$ cat src/rtl/rd_burst_seq.sv
module rd_burst_seq #(
  parameter int BL = 8,
  parameter int CL = 3
) (
  input  logic                  clk,
  input  logic                  rst_n,
  input  logic                  rd_cmd,
  input  logic                  pre_cmd,
  input  logic [$clog2(BL)-1:0] rd_col,
  output logic                  dq_valid,
  output logic                  dq_oe,
  output logic                  dqs_en,
  output logic [$clog2(BL)-1:0] beat_rise,
  output logic [$clog2(BL)-1:0] beat_fall
);
  localparam int IDXW  = $clog2(BL);
  localparam int PAIRS = BL / 2;

  logic            active;
  logic [IDXW-1:0] sent;
  logic [IDXW-1:0] next_idx;

  wire             issue     = rd_cmd | (active & ~pre_cmd);
  wire [IDXW-1:0]  issue_idx = rd_cmd ? rd_col : next_idx;

  always_ff @(posedge clk or negedge rst_n) begin
    if (!rst_n) begin
      active   <= 1'b0;
      sent     <= '0;
      next_idx <= '0;
    end else if (rd_cmd) begin
      active   <= (PAIRS > 1);
      sent     <= IDXW'(1);
      next_idx <= rd_col + IDXW'(2);
    end else if (active) begin
      if (pre_cmd) begin
        active <= 1'b0;
      end else begin
        next_idx <= next_idx + IDXW'(2);
        sent     <= sent + IDXW'(1);
        if (sent == IDXW'(PAIRS - 1)) active <= 1'b0;
      end
    end
  end

  logic [CL-1:0]   pv;
  logic [IDXW-1:0] pidx [CL];

  always_ff @(posedge clk or negedge rst_n) begin
    if (!rst_n) begin
      pv <= '0;
      for (int i = 0; i < CL; i++) pidx[i] <= '0;
    end else begin
      pv[0]   <= issue;
      pidx[0] <= issue_idx;
      for (int i = 1; i < CL; i++) begin
        pv[i]   <= pv[i-1];
        pidx[i] <= pidx[i-1];
      end
    end
  end

  assign dq_valid  = pv[CL-1];
  assign dq_oe     = pv[CL-1];
  assign dqs_en    = pv[CL-1] | pv[CL-2];
  assign beat_rise = pv[CL-1] ? pidx[CL-1] : '0;
  assign beat_fall = pv[CL-1] ? pidx[CL-1] + IDXW'(1) : '0;

endmodule

$ cat config.mk
export PLATFORM = sky130hd
export DESIGN_NAME = rd_burst_seq
export DESIGN_NICKNAME = d
export VERILOG_FILES = /design/src/rtl/rd_burst_seq.sv
export SDC_FILE = /design/constraint.sdc
export NUM_CORES = 1
export LEC_CHECK = 0
export ABC_CLOCK_PERIOD_IN_PS = 1120
export BUFFER_PORTS_ARGS = -buffer_cell sky130_fd_sc_hd__buf_2
export CAP_MARGIN = 20
export CORE_UTILIZATION = 45
export CTS_CLUSTER_DIAMETER = 80
export CTS_CLUSTER_SIZE = 30
export DETAILED_ROUTE_END_ITERATION = 10
export GPL_TIMING_DRIVEN = 1
export PLACE_DENSITY = 0.71
export SETUP_SLACK_MARGIN = 0.2
export SYNTH_ARGS = -nofsm -noshare
export SYNTH_HDL_FRONTEND = slang
export SYNTH_SLANG_ARGS = --single-unit
export TNS_END_PERCENT = 20
$ cat constraint.sdc
create_clock -name clk -period 1.12 [get_ports clk]
set_input_delay 0.056 -clock clk [delete_from_list [all_inputs] [get_ports clk]]
set_output_delay 0.056 -clock clk [all_outputs]
set_load 0.02 [all_outputs]
; Word level (Yosys, flattened, before mapping)
; Cells that the tools add are included.
[word_totals]
reg_bits = 19
inputBits = 7
wordCells = 32
[op_classes]
addsub = 4
eq_ne = 2
muxes = 13
n_bitwise = 4
n_reduce_logical = 2
[op_table]
columns = operator, count
row1 = $mux 3, 9
row2 = $add 3x1->3 const B, 2
row3 = $add 3x2->3 const B, 2
row4 = $mux 1, 4
row5 = $eq 3x2->1 const B, 1
row6 = $ne 2x2->1 const B, 1
row7 = $or 1x1->1, 2
row8 = $reduce_and 2->1, 1
row9 = $reduce_bool 2->1, 1
row10 = $and 1x1->1, 1
row11 = $not 1->1, 1

; Depth between registers and ports, before layout
[logic_depth]
ltp_word = 5
depth_mapped = 4
depth_no_buf = 4

; Least setup slack after synthesis
; OpenSTA, ideal clock, no wires.
[synth_path]
kind = register -> register
from = register active
to = register next_idx[1]
setup_time_ps = 125
t_arrival_ps = 1083
required_time_ps = 995
path_slack_ps = -88
stages_incl_launch_ff = 5
cell_sequence = dfrtp_1 -> nor2b_1 -> buf_2 -> nor2_1 -> mux2_2
[synth_via]
elab_chain_len = 2
[synth_lines]
columns = item, line_no
row1 = "start, declared", 19  ; logic active;
row2 = "start signal, assigned", 32  ; active <= (PAIRS > 1);
row3 = $reduce_bool 2->1 (no source line), --
row4 = $reduce_and 2->1 (no source line), --
row5 = "end signal, assigned", 34  ; next_idx <= rd_col + IDXW'(2);
row6 = "end signal, assigned", 39  ; next_idx <= next_idx + IDXW'(2);
row7 = "end, declared", 21  ; logic [IDXW-1:0] next_idx;
; Every way passes these cells.
; A chain may end at the register's enable or synchronous reset.

; Worst setup path in the final report
[layout_path]
from = register pidx[0] (netlist bit)
to = output port beat_fall[2]
[layout_via]
elab_chain_len = 2
[layout_lines]
columns = item, line_no
row1 = "start, declared", 47  ; logic [IDXW-1:0] pidx [CL];
row2 = "start signal, assigned by index", 58  ; pidx[i] <= pidx[i-1];
row3 = $add 3x1->3, 67  ; assign beat_fall = pv[CL-1] ? pidx[CL-1] + IDXW'(1) : '0;
row4 = $mux 3, 67
row5 = "end, declared", 14  ; output logic [$clog2(BL)-1:0] beat_fall
; Every way passes these cells.

==> impl_results.md <==
- R2R Path End: next_idx[1]$_DFFE_PN0P_
- Routed Antenna Nets: 0
- Drt pass-1 iters: 4
- Launching point of the worst reg2reg path: active$_DFF_PN0_
- VDD IR max: between 0.8 and 0.9 mV
- CTS sink cnt: 19
- Die Wd: 42.7 um
- Synth-to-layout area growth: 40.4%
- Main combinational cell family by area after synthesis: simple AND/OR/NAND/NOR gates
- Library cells used by synthesis: 21
- Most common flop cell mapped by yosys: dfrtp_1
- Final #Nets: 93
- Inserted Clock Buffers: 3
- Worst hold path class: input pin to flip-flop
- 1st-iter DRT viols: 7
- Post-synthesis xor/xnor area fraction: 0.0235
- Final Hold Fails: 0
- Data arrival, critical path: ~1.3 ns
- Gpl congestion: 0.697
- Core area: approximately 1500 um^2
- Synth Area in Compound Gates: 0.0319
- PnR Total Power: about 1.6 mW
- Crit Path Category: flip-flop to primary output
- Synthesis Warnings: 0
- P_sw: around 0.42 mW
- P_leak: 0.490 nW
- Synth Area in Simple Gates: 0.112
- Worst-Skew Late Latency: 0.28 ns
- Post-DP Area: around 860 um^2
- Vias per cell: between 4 and 5
- Final setup viols: 8
- Layout cells sized above 1: 0.537
- CP startpoint kind: flip-flop
- RSZ-0062 raised after global routing: yes
- Syn Nets: 65
- Vias in the first global route: 481
- Hold slack: 0.0137 ns
- Async SR Flop Fraction: 1.00
- Status: complete, but fails checks
- Vias post-DR: between 400 and 500
- Max Fclk: between 0.7 and 0.8 GHz
- Most common cell after layout, fill and taps aside: dfrtp_1
- Combinational Power Share: 0.275
- Adder and majority gate portion of the synthesized area: 0.0503
- Placed cells: 88
- First-pass GRT wire length: slightly above 2 mm
- H-tree lvl count: 1
- R2R Setup Slk: -0.04 ns
- Syn Area/Cell: between 10 and 15 um^2
- Maximum number of pins on one net before global-route repair: 20
- Dpl ws: -0.0499 ns
- CTS Buffer Depth: 2
- Critical-path cell list: ha_4 -> xor2_1 -> and2_1 -> buf_6
- PD cells: 1500 nW/um^2
- Critical path's largest stage delay: approximately 0.42 ns
- WL final: 1.21 mm
- Slowest library cell on the worst path: dfrtp_1
- Max-cap viol count: 0
- Mux cell area share after synthesis: 0.0923
- Post-synth EDFFs: 0
- Final core area utilization: 0.687
- Worst slew pin tran: about 0.41 ns
- Final Max Slew Viols: 0
- Die ar.: between 1500 and 2000 um^2
- Share of total power in the clock network: 0.204
- Antenna violations before repair: 0
- CTS tree: done
- Die Ht: between 40 and 50 um
- Final worst path period share: 1.19
- Crit path max fanout: 2
- Post-Syn Instances: 55
- Cell internal pwr: ~1.2 mW
- Setup TNS: -0.779 ns
- Clock skew: between 0.0008 and 0.0009 ns
- Clock-pin slew on the worst setup and hold paths: about 0.10 ns
- Fin cells: 98
- DRC Markers: 0
- Worst hold start: rd_col[0]
- WHS Path Cells: 2
- Num ports: 16
- Critical Path Sink Type: primary output
- Violated checks: setup timing
- Setup WS post-layout: -0.211 ns
- Net Sw Frac: 0.267
- Seq pwr share: 0.520
- Tmin final: around 1.3 ns
- Final instance area: ~1000 um^2
- Row count: 14
- Slew HR: 0.728
- Leading cell types in the layout, fill and taps excluded: 19 x dfrtp_1, 10 x buf_2, 8 x buf_4
- Mapped Area: 746 um^2
- Req. time, crit path: 1.06 ns
- Worst Hold Path EP: next_idx[0]$_DFFE_PN0P_
- PortBufs: 15
- FF-to-FF path depth: 4
- CTS root buf: clkbuf_4
- Initial Utilization: 0.489
- GR Overflow Total: 0
- Total GRT Usage: 0.153
- WL per Instance: around 12 um
- HPWL Detailed: between 700 and 800 um
- Flops & latches, synth: 19
- Antenna fix cells: 0
- Seq/Total Area, Yosys: 0.638
[sequential cells by signal, summed over array words and instances (netlist names)]
signal,cells
active,1
next_idx,3
pidx,9
pv,3
sent,3
[repair_timing]
action | 4_1_cts | 5_1_grt
hold endpoints to repair | 19 | 0
hold buffers | 1 | 0
pin swaps | 4 | 2
buffers inserted | 3 | 2
endpoints found under the setup margin | 15 | 17
resized for setup | 15 | 13
[cell type report]
type,count,area (um^2)
fill,103,477
sequential,19,475
multi-input combinational,29,308
timing repair buffer,26,203
clock buffer,4,26.3
tap,16,20.0
inverter,4,15.0
[how the worst max path moves through the flow]
stage / slack [ns] / endpoint / start
floorplan: -0.01 / next_idx[1]$_DFFE_PN0P_ / active$_DFF_PN0_
global placement: -0.03 / next_idx[2]$_DFFE_PN0P_ / next_idx[2]$_DFFE_PN0P_
detailed placement: -0.05 / next_idx[1]$_DFFE_PN0P_ / active$_DFF_PN0_
CTS: -0.20 / beat_fall[2] / pidx[1]$_DFF_PN0_
global route: -0.26 / beat_fall[2] / pidx[0]$_DFF_PN0_
finish: -0.21 / beat_fall[2] / pidx[0]$_DFF_PN0_
[metal layers]
layer  GRT usage  vias to the layer above  wire length [um]
met5           0                        -                 0
met4      0.0563                        0                 0
met3      0.0255                        0                40
met2       0.270                       15               652
met1       0.187                      230               516
li1            -                      227                 -
[power by group through the flow]
stage / Combinational, mW / Sequential [mW] / Clock [mW]
2_1_floorplan: 0.197 / 0.818 / 0
3_3_place_gp: 0.288 / 0.820 / 0
3_5_place_dp: 0.292 / 0.827 / 0
4_1_cts: 0.370 / 0.811 / 0.339
5_1_grt: 0.476 / 0.827 / 0.373
6_report: 0.433 / 0.818 / 0.322
[logic make-up after synthesis]
family | after synthesis
buffers and inverters | 7
XOR/XNOR | 2
flip-flops | 19
adder cells (fa/ha/maj) | 3
AND/OR/NAND/NOR | 15
multiplexers | 6
AO/OA/AOI/OAI | 3
[worst max-delay path, delay by kind of cell, from the launching register on]
kind	cells	cell delay (ns)
flops	1	0.42
buf+inv	1	0.13
simple gates	1	0.15
xor+xnor	1	0.13
fa+ha+maj	1	0.17
[Yosys cell counts (2+ instances only)]
cell / n / share of area
mux2i_1: 2 / 0.027
nor2_1: 4 / 0.020
nor2b_1: 2 / 0.017
ha_1: 3 / 0.050
and2_1: 5 / 0.042
inv_1: 4 / 0.020
dfrtp_1: 19 / 0.64
mux2_2: 3 / 0.045
No activity file was read; power rests on OpenSTA's default activity.
